[src/rtl/vrs_pkg.sv]
package vrs_pkg;

    typedef enum logic [0:0] {
        SS_HOLD = 1'b0,
        SS_RUN  = 1'b1
    } ss_state_e;

    // fault vector bit positions
    localparam int unsigned F_PLS   = 0;
    localparam int unsigned F_OVP   = 1;
    localparam int unsigned F_OVC   = 2;
    localparam int unsigned F_REFUV = 3;
    localparam int unsigned F_VID   = 4;
    localparam int unsigned NFLT    = 5;

    // per-class effect masks
    localparam logic [NFLT-1:0] STOP_MASK    = 5'b11110;
    localparam logic [NFLT-1:0] DRV_HI_MASK  = 5'b00010;
    localparam logic [NFLT-1:0] DRV_LO_MASK  = 5'b11100;

    typedef struct packed {
        logic uvlo_ok;
        logic seen_uvlo;
        logic ovp;
        logic ovc;
        logic refuv;
    } flt_state_t;

    typedef struct packed {
        logic drv_en;
        logic pgood;
        logic ss_dis;
    } out_state_t;

endpackage

[src/rtl/vrs_fault_core.sv]
module vrs_fault_core
    import vrs_pkg::*;
#(
    parameter int unsigned VID_W = 6
) (
    input  logic             clk,
    input  logic             por_n,
    input  logic             uv_rise,
    input  logic             uv_fall,
    input  logic             en,
    input  logic             ovp,
    input  logic             ovc,
    input  logic             ref_uv,
    input  logic             pwr_loss_oor,
    input  logic [VID_W-1:0] vid,
    output logic             stop_o,
    output logic             drv_o,
    output logic             refuv_o
);

    flt_state_t f_d, f_q;
    logic [NFLT-1:0] flt_vec;
    logic            vid_off;

    always_comb begin
        f_d = f_q;
        if (!uv_fall) begin
            f_d.uvlo_ok = 1'b0;
        end else if (uv_rise) begin
            f_d.uvlo_ok = 1'b1;
        end
        if (uv_rise) begin
            f_d.seen_uvlo = 1'b1;
        end
        f_d.ovp   = f_q.ovp   | ovp;
        f_d.ovc   = f_q.ovc   | ovc;
        f_d.refuv = f_q.refuv | ref_uv;

        vid_off = &vid[VID_W-1:1];

        flt_vec          = '0;
        flt_vec[F_PLS]   = pwr_loss_oor;
        flt_vec[F_OVP]   = f_d.ovp;
        flt_vec[F_OVC]   = f_d.ovc;
        flt_vec[F_REFUV] = f_d.refuv;
        flt_vec[F_VID]   = vid_off;

        stop_o  = !f_d.uvlo_ok || !en || (|(flt_vec & STOP_MASK));
        drv_o   = (|(flt_vec & DRV_HI_MASK)) || !f_d.seen_uvlo
                  || (en && f_d.uvlo_ok && !(|(flt_vec & DRV_LO_MASK)));
        refuv_o = f_d.refuv;
    end

    always_ff @(posedge clk or negedge por_n) begin
        if (!por_n) begin
            f_q <= '0;
        end else begin
            f_q <= f_d;
        end
    end

endmodule

[src/rtl/vrs_ss_seq.sv]
module vrs_ss_seq
    import vrs_pkg::*;
(
    input  logic clk,
    input  logic por_n,
    input  logic stop_i,
    input  logic ss_reached,
    output logic run_o
);

    ss_state_e st_d, st_q;

    always_comb begin
        st_d = st_q;
        if (stop_i) begin
            st_d = SS_HOLD;
        end else if (st_q == SS_HOLD && ss_reached) begin
            st_d = SS_RUN;
        end
        run_o = (st_d == SS_RUN);
    end

    always_ff @(posedge clk or negedge por_n) begin
        if (!por_n) begin
            st_q <= SS_HOLD;
        end else begin
            st_q <= st_d;
        end
    end

endmodule

[src/rtl/vrs_pg_timer.sv]
module vrs_pg_timer #(
    parameter int unsigned DLY_CYC = 250000
) (
    input  logic clk,
    input  logic por_n,
    input  logic win_ok,
    output logic qual_o
);

    localparam int unsigned CW = (DLY_CYC < 2) ? 1 : $clog2(DLY_CYC + 1);
    localparam logic [CW-1:0] LIM = CW'(DLY_CYC);

    logic [CW-1:0] cnt_d, cnt_q;

    always_comb begin
        if (!win_ok) begin
            cnt_d = '0;
        end else if (cnt_q == LIM) begin
            cnt_d = cnt_q;
        end else begin
            cnt_d = cnt_q + 1'b1;
        end
        qual_o = (cnt_d == LIM);
    end

    always_ff @(posedge clk or negedge por_n) begin
        if (!por_n) begin
            cnt_q <= '0;
        end else begin
            cnt_q <= cnt_d;
        end
    end

endmodule

[src/rtl/vr_supervisor.sv]
module vr_supervisor
    import vrs_pkg::*;
#(
    parameter int unsigned NPH        = 4,
    parameter int unsigned VID_W      = 6,
    parameter int unsigned PG_DLY_CYC = 250000
) (
    input  logic             clk,
    input  logic             por_n,
    input  logic             uv_rise,
    input  logic             uv_fall,
    input  logic             en,
    input  logic             ovp,
    input  logic             ovc,
    input  logic             ref_uv,
    input  logic             vout_in_win,
    input  logic             ss_reached,
    input  logic             pwr_loss_oor,
    input  logic [VID_W-1:0] vid,
    output logic [NPH-1:0]   gate_en,
    output logic             drv_en,
    output logic             pgood,
    output logic             ss_dis
);

    logic stop, drv_next, refuv_act, run_next, pg_qual;
    logic [NPH-1:0] gate_d, gate_q;
    out_state_t o_d, o_q;

    vrs_fault_core #(.VID_W(VID_W)) u_core (
        .clk          (clk),
        .por_n        (por_n),
        .uv_rise      (uv_rise),
        .uv_fall      (uv_fall),
        .en           (en),
        .ovp          (ovp),
        .ovc          (ovc),
        .ref_uv       (ref_uv),
        .pwr_loss_oor (pwr_loss_oor),
        .vid          (vid),
        .stop_o       (stop),
        .drv_o        (drv_next),
        .refuv_o      (refuv_act)
    );

    vrs_ss_seq u_seq (
        .clk        (clk),
        .por_n      (por_n),
        .stop_i     (stop),
        .ss_reached (ss_reached),
        .run_o      (run_next)
    );

    vrs_pg_timer #(.DLY_CYC(PG_DLY_CYC)) u_pg (
        .clk    (clk),
        .por_n  (por_n),
        .win_ok (vout_in_win && !refuv_act),
        .qual_o (pg_qual)
    );

    for (genvar p = 0; p < NPH; p++) begin : g_phase
        assign gate_d[p] = run_next;
    end

    always_comb begin
        o_d        = o_q;
        o_d.drv_en = drv_next;
        o_d.pgood  = pg_qual;
        o_d.ss_dis = stop;
    end

    always_ff @(posedge clk or negedge por_n) begin
        if (!por_n) begin
            o_q    <= '0;
            gate_q <= '0;
        end else begin
            o_q    <= o_d;
            gate_q <= gate_d;
        end
    end

    assign gate_en = gate_q;
    assign drv_en  = o_q.drv_en;
    assign pgood   = o_q.pgood;
    assign ss_dis  = o_q.ss_dis;

endmodule

[config.mk]
export PLATFORM = sky130hd
export DESIGN_NAME = vr_supervisor
export DESIGN_NICKNAME = d
export VERILOG_FILES = /design/src/rtl/vrs_pkg.sv /design/src/rtl/vrs_fault_core.sv /design/src/rtl/vrs_ss_seq.sv /design/src/rtl/vrs_pg_timer.sv /design/src/rtl/vr_supervisor.sv
export SDC_FILE = /design/constraint.sdc
export NUM_CORES = 1
export LEC_CHECK = 0
export BUFFER_PORTS_ARGS = -buffer_cell sky130_fd_sc_hd__buf_2
export CAP_MARGIN = 20
export CELL_PAD_IN_SITES_DETAIL_PLACEMENT = 2
export CELL_PAD_IN_SITES_GLOBAL_PLACEMENT = 2
export CORE_MARGIN = 2
export CORE_UTILIZATION = 25
export DETAILED_ROUTE_END_ITERATION = 10
export PLACE_DENSITY_LB_ADDON = 0.1
export SYNTH_ARGS = -nofsm -noshare
export SYNTH_HDL_FRONTEND = slang
export SYNTH_SLANG_ARGS = --single-unit
export TNS_END_PERCENT = 1
[constraint.sdc]
create_clock -name clk -period 2.1 [get_ports clk]
set_clock_uncertainty 0.05 [all_clocks]
set_input_delay 0.42 -clock clk [delete_from_list [all_inputs] [get_ports clk]]
set_output_delay 0.42 -clock clk [all_outputs]
set_load 0.1 [all_outputs]
==> results of run 1 <==
==> area by class of cell <==
class | count | area (um^2) | area share, %
clock buffers | 3 | 41.3 | 2.25
clock inverters | 1 | 7.51 | 0.409
inverters | 6 | 22.5 | 1.23
multi-input cells | 108 | 776 | 42.2
flip-flops and latches | 27 | 678 | 36.9
well taps | 75 | 93.8 | 5.11
repair buffers | 36 | 218 | 11.9
==> per-layer routing <==
metal  vias up  routed length (um)  global-route usage (%)  part of all wire [%]
met5         -                   0                       0                     0
met4         0                  23                    2.54                  0.55
met3         2                  42                    1.67                   1.0
met2         3                2140                    22.4                    51
met1       613                2000                    19.3                    48
li1        583                   -                       -                     -
==> power by group through the flow <==
| stage | Combinational (mW) | Sequential (mW) | Clock [mW] |
|---|---|---|---|
| 2_1_floorplan | 0.00278 | 0.531 | 0 |
| 3_3_place_gp | 0.0268 | 0.531 | 0 |
| 3_5_place_dp | 0.0282 | 0.531 | 0 |
| 4_1_cts | 0.0282 | 0.521 | 0.333 |
| 5_1_grt | 0.0303 | 0.522 | 0.350 |
| 6_report | 0.0266 | 0.521 | 0.318 |
==> sequential cells by signal, summed over array words and instances, names as in the netlist <==
signal      cells
pgood           1
drv_en          1
u_core.f_q      5
ss_dis          1
u_seq.st_q      1
u_pg.cnt_q     18
==> logic make-up after synthesis <==
logic type	Yosys count	share of synthesized area, %
DFF	27	45.1
adders and majority gates	2	1.67
buffers and inverters	17	6.52
xor gates and xnor gates	15	8.77
muxes	2	1.34
and+or+nand+nor	74	28.5
AOI/OAI and AO/OA	15	8.10
==> cell usage after synthesis, types with 2 or more instances <==
cell type / number
dfrtp_1: 27
nor2_1: 21
nand4_1: 9
nand2_1: 8
xnor2_1: 8
xor2_1: 7
buf_4: 6
inv_1: 6
nor4_1: 6
nand3_1: 4
nor2b_1: 4
or2_2: 4
buf_2: 3
nor3_1: 3
a21oi_1: 2
ha_1: 2
mux2i_1: 2
nor4_2: 2
o21a_1: 2
==> critical path: stages, from the launching register on <==
cell	delay (ns)
dfrtp_1	0.50
nand4_4	0.25
or4_4	0.56
a21oi_4	0.20
o21ai_2	0.08
nor4_2	0.29
==> path summary, 6_finish.rpt <==
kind | endpoint | slack, ns | depth (start not counted)
max in group asynchronous | u_pg.cnt_q[7] | 1.45 | 1
worst max register to register | pgood | 0.08 | 5
worst min-delay path | u_pg.cnt_q[3] | 0.10 | 1
worst min register to register | u_core.f_q[2] | 0.42 | 1
min in group clk | u_core.f_q[1] | 0.30 | 2
worst max-delay path | pgood | 0.08 | 5
==> per-stage QoR <==
step	TNS [ns]	utilization [%]	instance area, um^2	setup WS [ns]
global route	-0.00711	31.4	1840	-0.00711
floorplan	0	-	1500	0.164
CTS	0	30.2	1770	0.00867
finish	0	31.4	1840	0.0788
detailed placement	0	29.4	1720	0.0416
global placement	0	29.4	1720	0.0592
==> repair_timing <==
item	in CTS	in global routing
endpoints found under the setup margin	0	4
gates resized for setup	0	11
setup buffers	0	2
==> metrics.md, run 1 <==
| Metric | Value |
|---|---|
| Drt first pass iters | `3` |
| Status | `finished clean` |
| Die area | `6630 um^2` |
| Wirelength per Cell | `16.4 um` |
| Worst vdd ir | `0.280 mV` |
| Area share of the largest cell type after synthesis | `45.1%` |
| Most common cell after layout, fill and taps aside | `dfrtp_1` |
| Row count | `28` |
| Worst EP required | `2.23 ns` |
| #FFs+latches synth | `27` |
| Diodes inserted | `0` |
| Power share of the combinational group | `3.1%` |
| CP startpoint kind | `register` |
| Sw Share | `23.0%` |
| Gr ovfl total | `0` |
| Max FO, Critical Path | `9` |
| Avg Inst Size Synth | `9.85 um^2` |
| Max Cap Viol | `0` |
| Clock transition at path regs | `0.11 ns` |
| Switch Pwr | `199 uW` |
| Antenna violation net count after detailed routing | `0` |
| YS warnings | `0` |
| Total track usage | `13.6%` |
| Final Non-Filler Cells | `256` |
| CTS max path bufs | `2` |
| Worst Max-Slew Pin Slew | `0.650 ns` |
| Worst hold slack | `0.103 ns` |
| Fill count | `656` |
| Final period util | `96.2%` |
| RD Place Congestion | `0.759` |
| IO Pins | `24` |
| Most used DFF post-synth | `dfrtp_1` |
| DP Cell Count | `250` |
| CTS Hold Buffers Added | `0` |
| Clk network pwr share | `36.7%` |
| Slew margin rel. | `56.7%` |
| EDFF count, synth | `0` |
| Mapped Cells | `152` |
| Critical path class | `register to register` |
| First-pass GRT wire length | `6920 um` |
| Total power | `865 uW` |
| 1st-iter DRT viols | `15` |
| Skew-Pair Late Insertion Delay | `0.28 ns` |
| Internal power | `667 uW` |
| Final worst path period need | `2.02 ns` |
| Worst hold path class | `primary input to asynchronous set/reset pin` |
| DRC errors left | `0` |
| LEAKAGE | `0.714 nW` |
| Fin. max-slew vios | `0` |
| Core footprint | `5850 um^2` |
| Final setup viols | `0` |
| Most frequent cells in the layout | `dfrtp_1, nor2_1, buf_2` |
| Asr flop ratio synth | `100%` |
| Root buf cell | `clkbuf_8` |
| Setup crit end kind | `register` |
| Sequential share of power | `60.2%` |
| Critical Path AT | `2.15 ns` |
| Vias in the first global route | `1350` |
| Post-synth cell types | `45` |
| Largest cells by area after synthesis | `dfrtp_1, nor2_1, xnor2_1, xor2_1, nand4_1` |
| Fmax | `495 MHz` |
| H-tree depth | `1` |
| R2R Path Start | `u_pg.cnt_q[8]` |
| Pwr dens | `471 nW/um^2` |
| Sequential area share after synthesis | `45.1%` |
| Die Span Y | `81.4 um` |
| I/O Buffers | `21` |
| Via count | `1201` |
| Final hold violations | `0` |
| Syn Nets | `171` |
| Num CTS Buffers | `3` |
| Initial antenna violation count | `0` |
| Vias per inst | `4.69` |
| Layout Nets | `201` |
| Routed Wire Length | `4210 um` |
| Fraction of layout cells with a size suffix above 1 | `33.7%` |
| Clock sink count | `27` |
| Synthesis-to-finish area growth | `22.6%` |
| Starting Density | `25.6%` |
| Crit path launch | `u_pg.cnt_q[8]` |
| TritonCTS clock tree | `yes` |
| Mapped cell area | `1500 um^2` |
| Die Span X | `81.4 um` |
| Biggest area consumer among synthesized cells | `dfrtp_1` |
| Largest net degree at the start of global routing | `28` |
| Final HPWL DP | `3100 um` |
Power figures use the tool's default switching activity.
==> run 2: changes to the inputs <==
--- a/config.mk
+++ b/config.mk
@@ -5,6 +5,7 @@
 export SDC_FILE = /design/constraint.sdc
 export NUM_CORES = 1
 export LEC_CHECK = 0
+export ABC_AREA = 1
 export BUFFER_PORTS_ARGS = -buffer_cell sky130_fd_sc_hd__buf_2
 export CAP_MARGIN = 20
 export CELL_PAD_IN_SITES_DETAIL_PLACEMENT = 2
@@ -13,6 +14,7 @@
 export CORE_UTILIZATION = 25
 export DETAILED_ROUTE_END_ITERATION = 10
 export PLACE_DENSITY_LB_ADDON = 0.1
+export REMOVE_ABC_BUFFERS = 1
 export SYNTH_ARGS = -nofsm -noshare
 export SYNTH_HDL_FRONTEND = slang
 export SYNTH_SLANG_ARGS = --single-unit
==> metrics.md, run 2 <==
| Metric | Value |
|---|---|
| Status | `finished clean` |
| EDFF count, synth | `0` |
| Count leader, synth | `nand2_1` |
| Sw Share | `23.0%` |
| Max Used Layer | `met4` |
| Synthesis-to-finish area growth | `17.1%` |
| Biggest register | `u_pg.cnt_q` |
| Worst Max-Slew Pin Slew | `0.652 ns` |
| Die Span Y | `81.7 um` |
| CP startpoint kind | `register` |
| Slew margin rel. | `56.5%` |
| Mapped cell area | `1510 um^2` |
| 1st-iter DRT viols | `21` |
| Max Cap Viol | `0` |
| RSZ-0062 raised after global routing | `no` |
| Drt first pass iters | `4` |
| Clk network pwr share | `36.6%` |
| Final period util | `87.0%` |
| WL met3 | `110 um` |
| Largest cells by area after synthesis | `dfrtp_1, nand2_1, inv_1, nor2_1, nand3_1` |
| TritonCTS clock tree | `yes` |
| Largest regs | `u_pg.cnt_q x18, u_core.f_q x5` |
| Most common cell after layout, fill and taps aside | `nand2_1` |
| Max reg flops | `18` |
| LEAKAGE | `0.824 nW` |
| Worst hold path class | `primary input to asynchronous set/reset pin` |
| Starting Density | `25.7%` |
| Vias in the first global route | `1540` |
| Power share of the combinational group | `2.9%` |
| Row count | `28` |
| Worst vdd ir | `0.213 mV` |
| WL met2 | `2160 um` |
| Switch Pwr | `198 uW` |
| Sequential share of power | `60.4%` |
| Internal power | `664 uW` |
| Vias per inst | `4.45` |
| DP Cell Count | `301` |
| Total track usage | `14.9%` |
| Fmax | `548 MHz` |
| Final Non-Filler Cells | `306` |
| Sequential area share after synthesis | `44.7%` |
| #FFs+latches synth | `27` |
| Skew-Pair Late Insertion Delay | `0.28 ns` |
| Post-synth cell types | `25` |
| Area share of the largest cell type after synthesis | `44.7%` |
| Clock sink count | `27` |
| Fin area | `1770 um^2` |
| Root buf cell | `clkbuf_8` |
| Core footprint | `5890 um^2` |
| Most frequent cells in the layout | `nand2_1, inv_1, nor2_1` |
| Critical path class | `register to register` |
| Fill count | `718` |
| Avg Inst Size Synth | `7.37 um^2` |
| IO Pins | `24` |
| M1 wire length | `2070 um` |
| Largest net degree at the start of global routing | `28` |
| Final setup viols | `0` |
| YS warnings | `0` |
| Num CTS Buffers | `3` |
| Biggest area consumer among synthesized cells | `dfrtp_1` |
| Wirelength per Cell | `14.3 um` |
| Total power | `862 uW` |
| Asr flop ratio synth | `100%` |
| Final HPWL DP | `3550 um` |
| Critical Path AT | `1.99 ns` |
| Via count | `1362` |
| Placed inst area | `1710 um^2` |
| Synth top cells by count | `nand2_1, inv_1, nor2_1, dfrtp_1, nand3_1` |
| Clock transition at path regs | `0.10 ns` |
| First-pass GRT wire length | `7510 um` |
| Setup crit end kind | `register` |
| Antenna violation net count after detailed routing | `0` |
| CTS max path bufs | `2` |
| Final Core Density | `30.0%` |
| Fraction of layout cells with a size suffix above 1 | `22.9%` |
| Gr ovfl total | `0` |
| Routed Wire Length | `4390 um` |
| Initial antenna violation count | `0` |
| Diodes inserted | `0` |
| H-tree depth | `1` |
| Most used DFF post-synth | `dfrtp_1` |
| Max FO, Critical Path | `4` |
| Die Span X | `81.7 um` |
| Worst EP required | `2.27 ns` |
| DRC errors left | `0` |
| Final worst path period need | `1.83 ns` |
| Die area | `6680 um^2` |
| Mapped Cells | `205` |
| I/O Buffers | `21` |
| Pwr dens | `488 nW/um^2` |
| Fin. max-slew vios | `0` |
| Layout Nets | `251` |
| RD Place Congestion | `0.804` |
| Final hold violations | `0` |
==> run 2: cell count changes after synthesis, moves of 5 or more <==
cell	previous run	this run
inv_1	6	34
nand2_1	8	45
nand3_1	4	18
nand4_1	9	2
nor2_1	21	33
nor2_2	0	5
nor4_1	6	0
xnor2_1	8	0
xor2_1	7	1
==> run 2: per-layer routing <==
metal	global-route usage, %	vias to the layer above
met5	0	-
li1	-	671
met4	3.50	0
met3	2.20	4
met2	25.9	20
met1	19.5	667
==> run 2: area by class of cell <==
| cell class | count | area [um^2] | area share [%] |
|---|---|---|---|
| clock buffers | 3 | 41.3 | 2.34 |
| clock inverters | 1 | 5.00 | 0.283 |
| inverters | 37 | 139 | 7.86 |
| multi-input cells | 136 | 663 | 37.5 |
| flip-flops and latches | 27 | 676 | 38.2 |
| well taps | 75 | 93.8 | 5.31 |
| repair buffers | 27 | 150 | 8.49 |
==> run 2: per-stage QoR <==
stage	setup slack [ns]	setup TNS, ns	hold slack [ns]
finish	0.274	0	0.105
detailed placement	0.235	0	0.396
global route	0.00719	0	0.145
global placement	0.288	0	0.378
CTS	0.207	0	0.132
floorplan	-1.05	-5.22	0.0744
==> run 2: repair_timing <==
item | CTS | global route
resized for setup | 0 | 2
hold buffers | 0 | 0
buffers inserted | 0 | 1
endpoints found under the setup margin | 0 | 1
==> run 2: worst paths after layout <==
path                       slack [ns]           from  cells past startpoint       endpoint
max                              0.27  u_pg.cnt_q[0]                     11          pgood
min                              0.11          por_n                      1  u_pg.cnt_q[5]
max reg2reg                      0.27  u_pg.cnt_q[0]                     11          pgood
min reg2reg                      0.41  u_core.f_q[1]                      2  u_core.f_q[1]
max in group asynchronous        1.48          por_n                      1  u_pg.cnt_q[8]
min in group clk                 0.29            ovc                      3  u_core.f_q[1]
==> run 2: worst max-delay path, stage by stage, from the launching register on <==
cell	delay, ns
dfrtp_1	0.40
ha_1	0.19
inv_1	0.07
nor2_2	0.16
nand2_2	0.11
nor2_2	0.12
nand2_1	0.08
xor2_1	0.19
nand2_1	0.08
nor2_1	0.12
nand3_1	0.10
nor2_1	0.09
==> run 2: logic make-up after synthesis <==
| family | synth area share, % |
|---|---|
| XOR/XNOR | 0.580 |
| AND/OR/NAND/NOR | 35.9 |
| flip-flops | 44.7 |
| buffers and inverters | 11.7 |
| adder cells (fa/ha/maj) | 1.66 |
| AO/OA/AOI/OAI | 5.47 |
==> run 2: power by group through the flow <==
stage	logic [mW]	clock network, mW	registers [mW]
after floorplan	0.00213	0	0.531
after global placement	0.0255	0	0.531
after detailed placement	0.0271	0	0.531
after CTS	0.0270	0.334	0.521
after global routing	0.0296	0.352	0.522
final	0.0253	0.316	0.521
==> run 3: changes to the inputs <==
--- a/config.mk
+++ b/config.mk
@@ -7,7 +7,6 @@
 export LEC_CHECK = 0
 export ABC_AREA = 1
 export BUFFER_PORTS_ARGS = -buffer_cell sky130_fd_sc_hd__buf_2
-export CAP_MARGIN = 20
 export CELL_PAD_IN_SITES_DETAIL_PLACEMENT = 2
 export CELL_PAD_IN_SITES_GLOBAL_PLACEMENT = 2
 export CORE_MARGIN = 2
==> constraint.sdc (replaced) <==
create_clock -name clk -period 2.1 [get_ports clk]
set_clock_uncertainty 0.05 [all_clocks]
set_input_delay 0.21 -clock clk [delete_from_list [all_inputs] [get_ports clk]]
set_output_delay 0.21 -clock clk [all_outputs]
set_load 0.1 [all_outputs]
==> metrics.md, run 3 (synthesis results as in run 2) <==
| Metric | Value |
|---|---|
| Status | `finished clean` |
| Final setup viols | `0` |
| Total power | `864 uW` |
| Critical Path AT | `2.01 ns` |
| Vias per inst | `4.51` |
| Via count | `1367` |
| 1st-iter DRT viols | `15` |
| I/O Buffers | `21` |
| Routed Wire Length | `4400 um` |
| Largest net degree at the start of global routing | `28` |
| Most frequent cells in the layout | `nand2_1, inv_1, nor2_1` |
| WHS Path Cells | `3` |
| Final Core Density | `29.7%` |
| Initial antenna violation count | `0` |
| Total track usage | `14.7%` |
| Worst path slowest cell | `dfrtp_1` |
| CP cell instances | `ha_2 -> inv_1 -> nor2_2 -> nand2_1 -> nor2_2 -> nand2_1 -> xor2_1 -> nand2_1 -> nor2_1 -> nand3_1 -> nor2_1` |
| Fmax | `543 MHz` |
| Num CTS Buffers | `3` |
| Fin. max-slew vios | `0` |
| Final worst path period need | `1.84 ns` |
| Final hold violations | `0` |
| M1 wire length | `1970 um` |
| Synthesis-to-finish area growth | `15.7%` |
| Fraction of layout cells with a size suffix above 1 | `21.1%` |
| Footprint of the multi-input gates | `663 um^2` |
| Starting Density | `25.7%` |
| Setup crit end kind | `register` |
| Slew margin rel. | `53.5%` |
| Drt first pass iters | `4` |
| WL met3 | `75 um` |
| Layout Nets | `248` |
| H-tree depth | `1` |
| Die Span X | `81.7 um` |
| First-pass GRT wire length | `7470 um` |
| Vias in the first global route | `1560` |
| DRC errors left | `0` |
| Biggest register | `u_pg.cnt_q` |
| Stages on worst setup path | `11` |
| Skew-Pair Late Insertion Delay | `0.28 ns` |
| RD Place Congestion | `0.776` |
| Buffers and inverters on the worst path | `1` |
| CTS max path bufs | `2` |
| Antenna violation net count after detailed routing | `0` |
| Root buf cell | `clkbuf_8` |
| TritonCTS clock tree | `yes` |
| Row count | `28` |
| Pwr dens | `494 nW/um^2` |
| Fill count | `735` |
| Crit path largest cell delay | `0.39 ns` |
| Critical path class | `register to register` |
| WL met2 | `2270 um` |
| DP Cell Count | `297` |
| Most common cell after layout, fill and taps aside | `nand2_1` |
| RSZ-0062 raised after global routing | `no` |
| Wirelength per Cell | `14.5 um` |
| Gr ovfl total | `0` |
| Top cell by count, worst path | `nand2_1` |
| Worst EP required | `2.27 ns` |
| Reg2reg path depth | `11` |
| Die area | `6680 um^2` |
| CP startpoint kind | `register` |
| Top Family by Delay on Critical Path | `simple AND/OR/NAND/NOR gates` |
| Storage element area | `676 um^2` |
| Final HPWL DP | `3470 um` |
| Worst hold path class | `primary input to register` |
| Diodes inserted | `0` |
| IO Pins | `24` |
| Final period util | `87.7%` |
| Clock transition at path regs | `0.10 ns` |
| Final Non-Filler Cells | `303` |
| Max FO, Critical Path | `4` |
| Max Used Layer | `met4` |
| Max Cap Viol | `0` |
| Clock sink count | `27` |
| Die Span Y | `81.7 um` |
| LEAKAGE | `0.800 nW` |
| Core footprint | `5890 um^2` |
| Worst vdd ir | `0.205 mV` |
| Largest regs | `u_pg.cnt_q x18, u_core.f_q x5` |
| Max reg flops | `18` |
| Worst Max-Slew Pin Slew | `0.697 ns` |
-- run 3: layout make-up --
type | instances | share of cell area [%]
Inverter | 37 | 7.95
Clock buffer | 4 | 2.58
Timing Repair Buffer | 24 | 7.45
Tap cell | 75 | 5.37
Multi-Input combinational cell | 136 | 38.0
Sequential cell | 27 | 38.7
-- run 3: what timing repair did --
action / 4_1_cts / 5_1_grt
endpoints found under the hold margin: 27 / 0
setup endpoints to repair: 0 / 1
resized for setup: 0 / 2
hold buffers: 1 / 0
setup buffers: 0 / 1
-- run 3: metal layers --
layer	up-vias	global-route usage [%]
li1	667	-
met1	674	18.5
met2	20	26.1
met3	6	1.76
met4	0	4.83
met5	-	0
-- run 3: worst paths after layout --
path,from,endpoint,slack [ns]
max in group asynchronous,por_n,u_pg.cnt_q[2],1.08
setup reg to reg,u_pg.cnt_q[0],pgood,0.26
min in group asynchronous,por_n,u_pg.cnt_q[12],0.47
hold / removal,ovc,u_core.f_q[1],0.08
hold reg to reg,u_core.f_q[2],u_core.f_q[2],0.42
setup / recovery,u_pg.cnt_q[0],pgood,0.26
-- run 3: worst reg2reg max path, stage by stage, from the launching register on --
cell,delay (ns)
dfrtp_1,0.39
ha_2,0.22
inv_1,0.08
nor2_2,0.14
nand2_1,0.13
nor2_2,0.14
nand2_1,0.08
xor2_1,0.18
nand2_1,0.07
nor2_1,0.11
nand3_1,0.10
nor2_1,0.10
-- run 3: per-stage QoR --
step	hold WS, ns	setup slack (ns)	instance area (um^2)	TNS, ns
after floorplan	-0.136	-1.00	1470	-4.38
after global placement	0.223	0.252	1680	0
after detailed placement	0.247	0.206	1680	0
after CTS	0.0743	0.185	1730	0
after global routing	0.0886	0.00964	1750	0
final	0.0760	0.259	1750	0
-- run 3: report_power, final --
group	total, mW	leakage, nW	internal [mW]	switching (mW)
clock network	0.315	0.0228	0.136	0.178
registers	0.521	0.345	0.521	0.000662
logic	0.0275	0.432	0.0112	0.0163
total	0.864	0.800	0.668	0.195
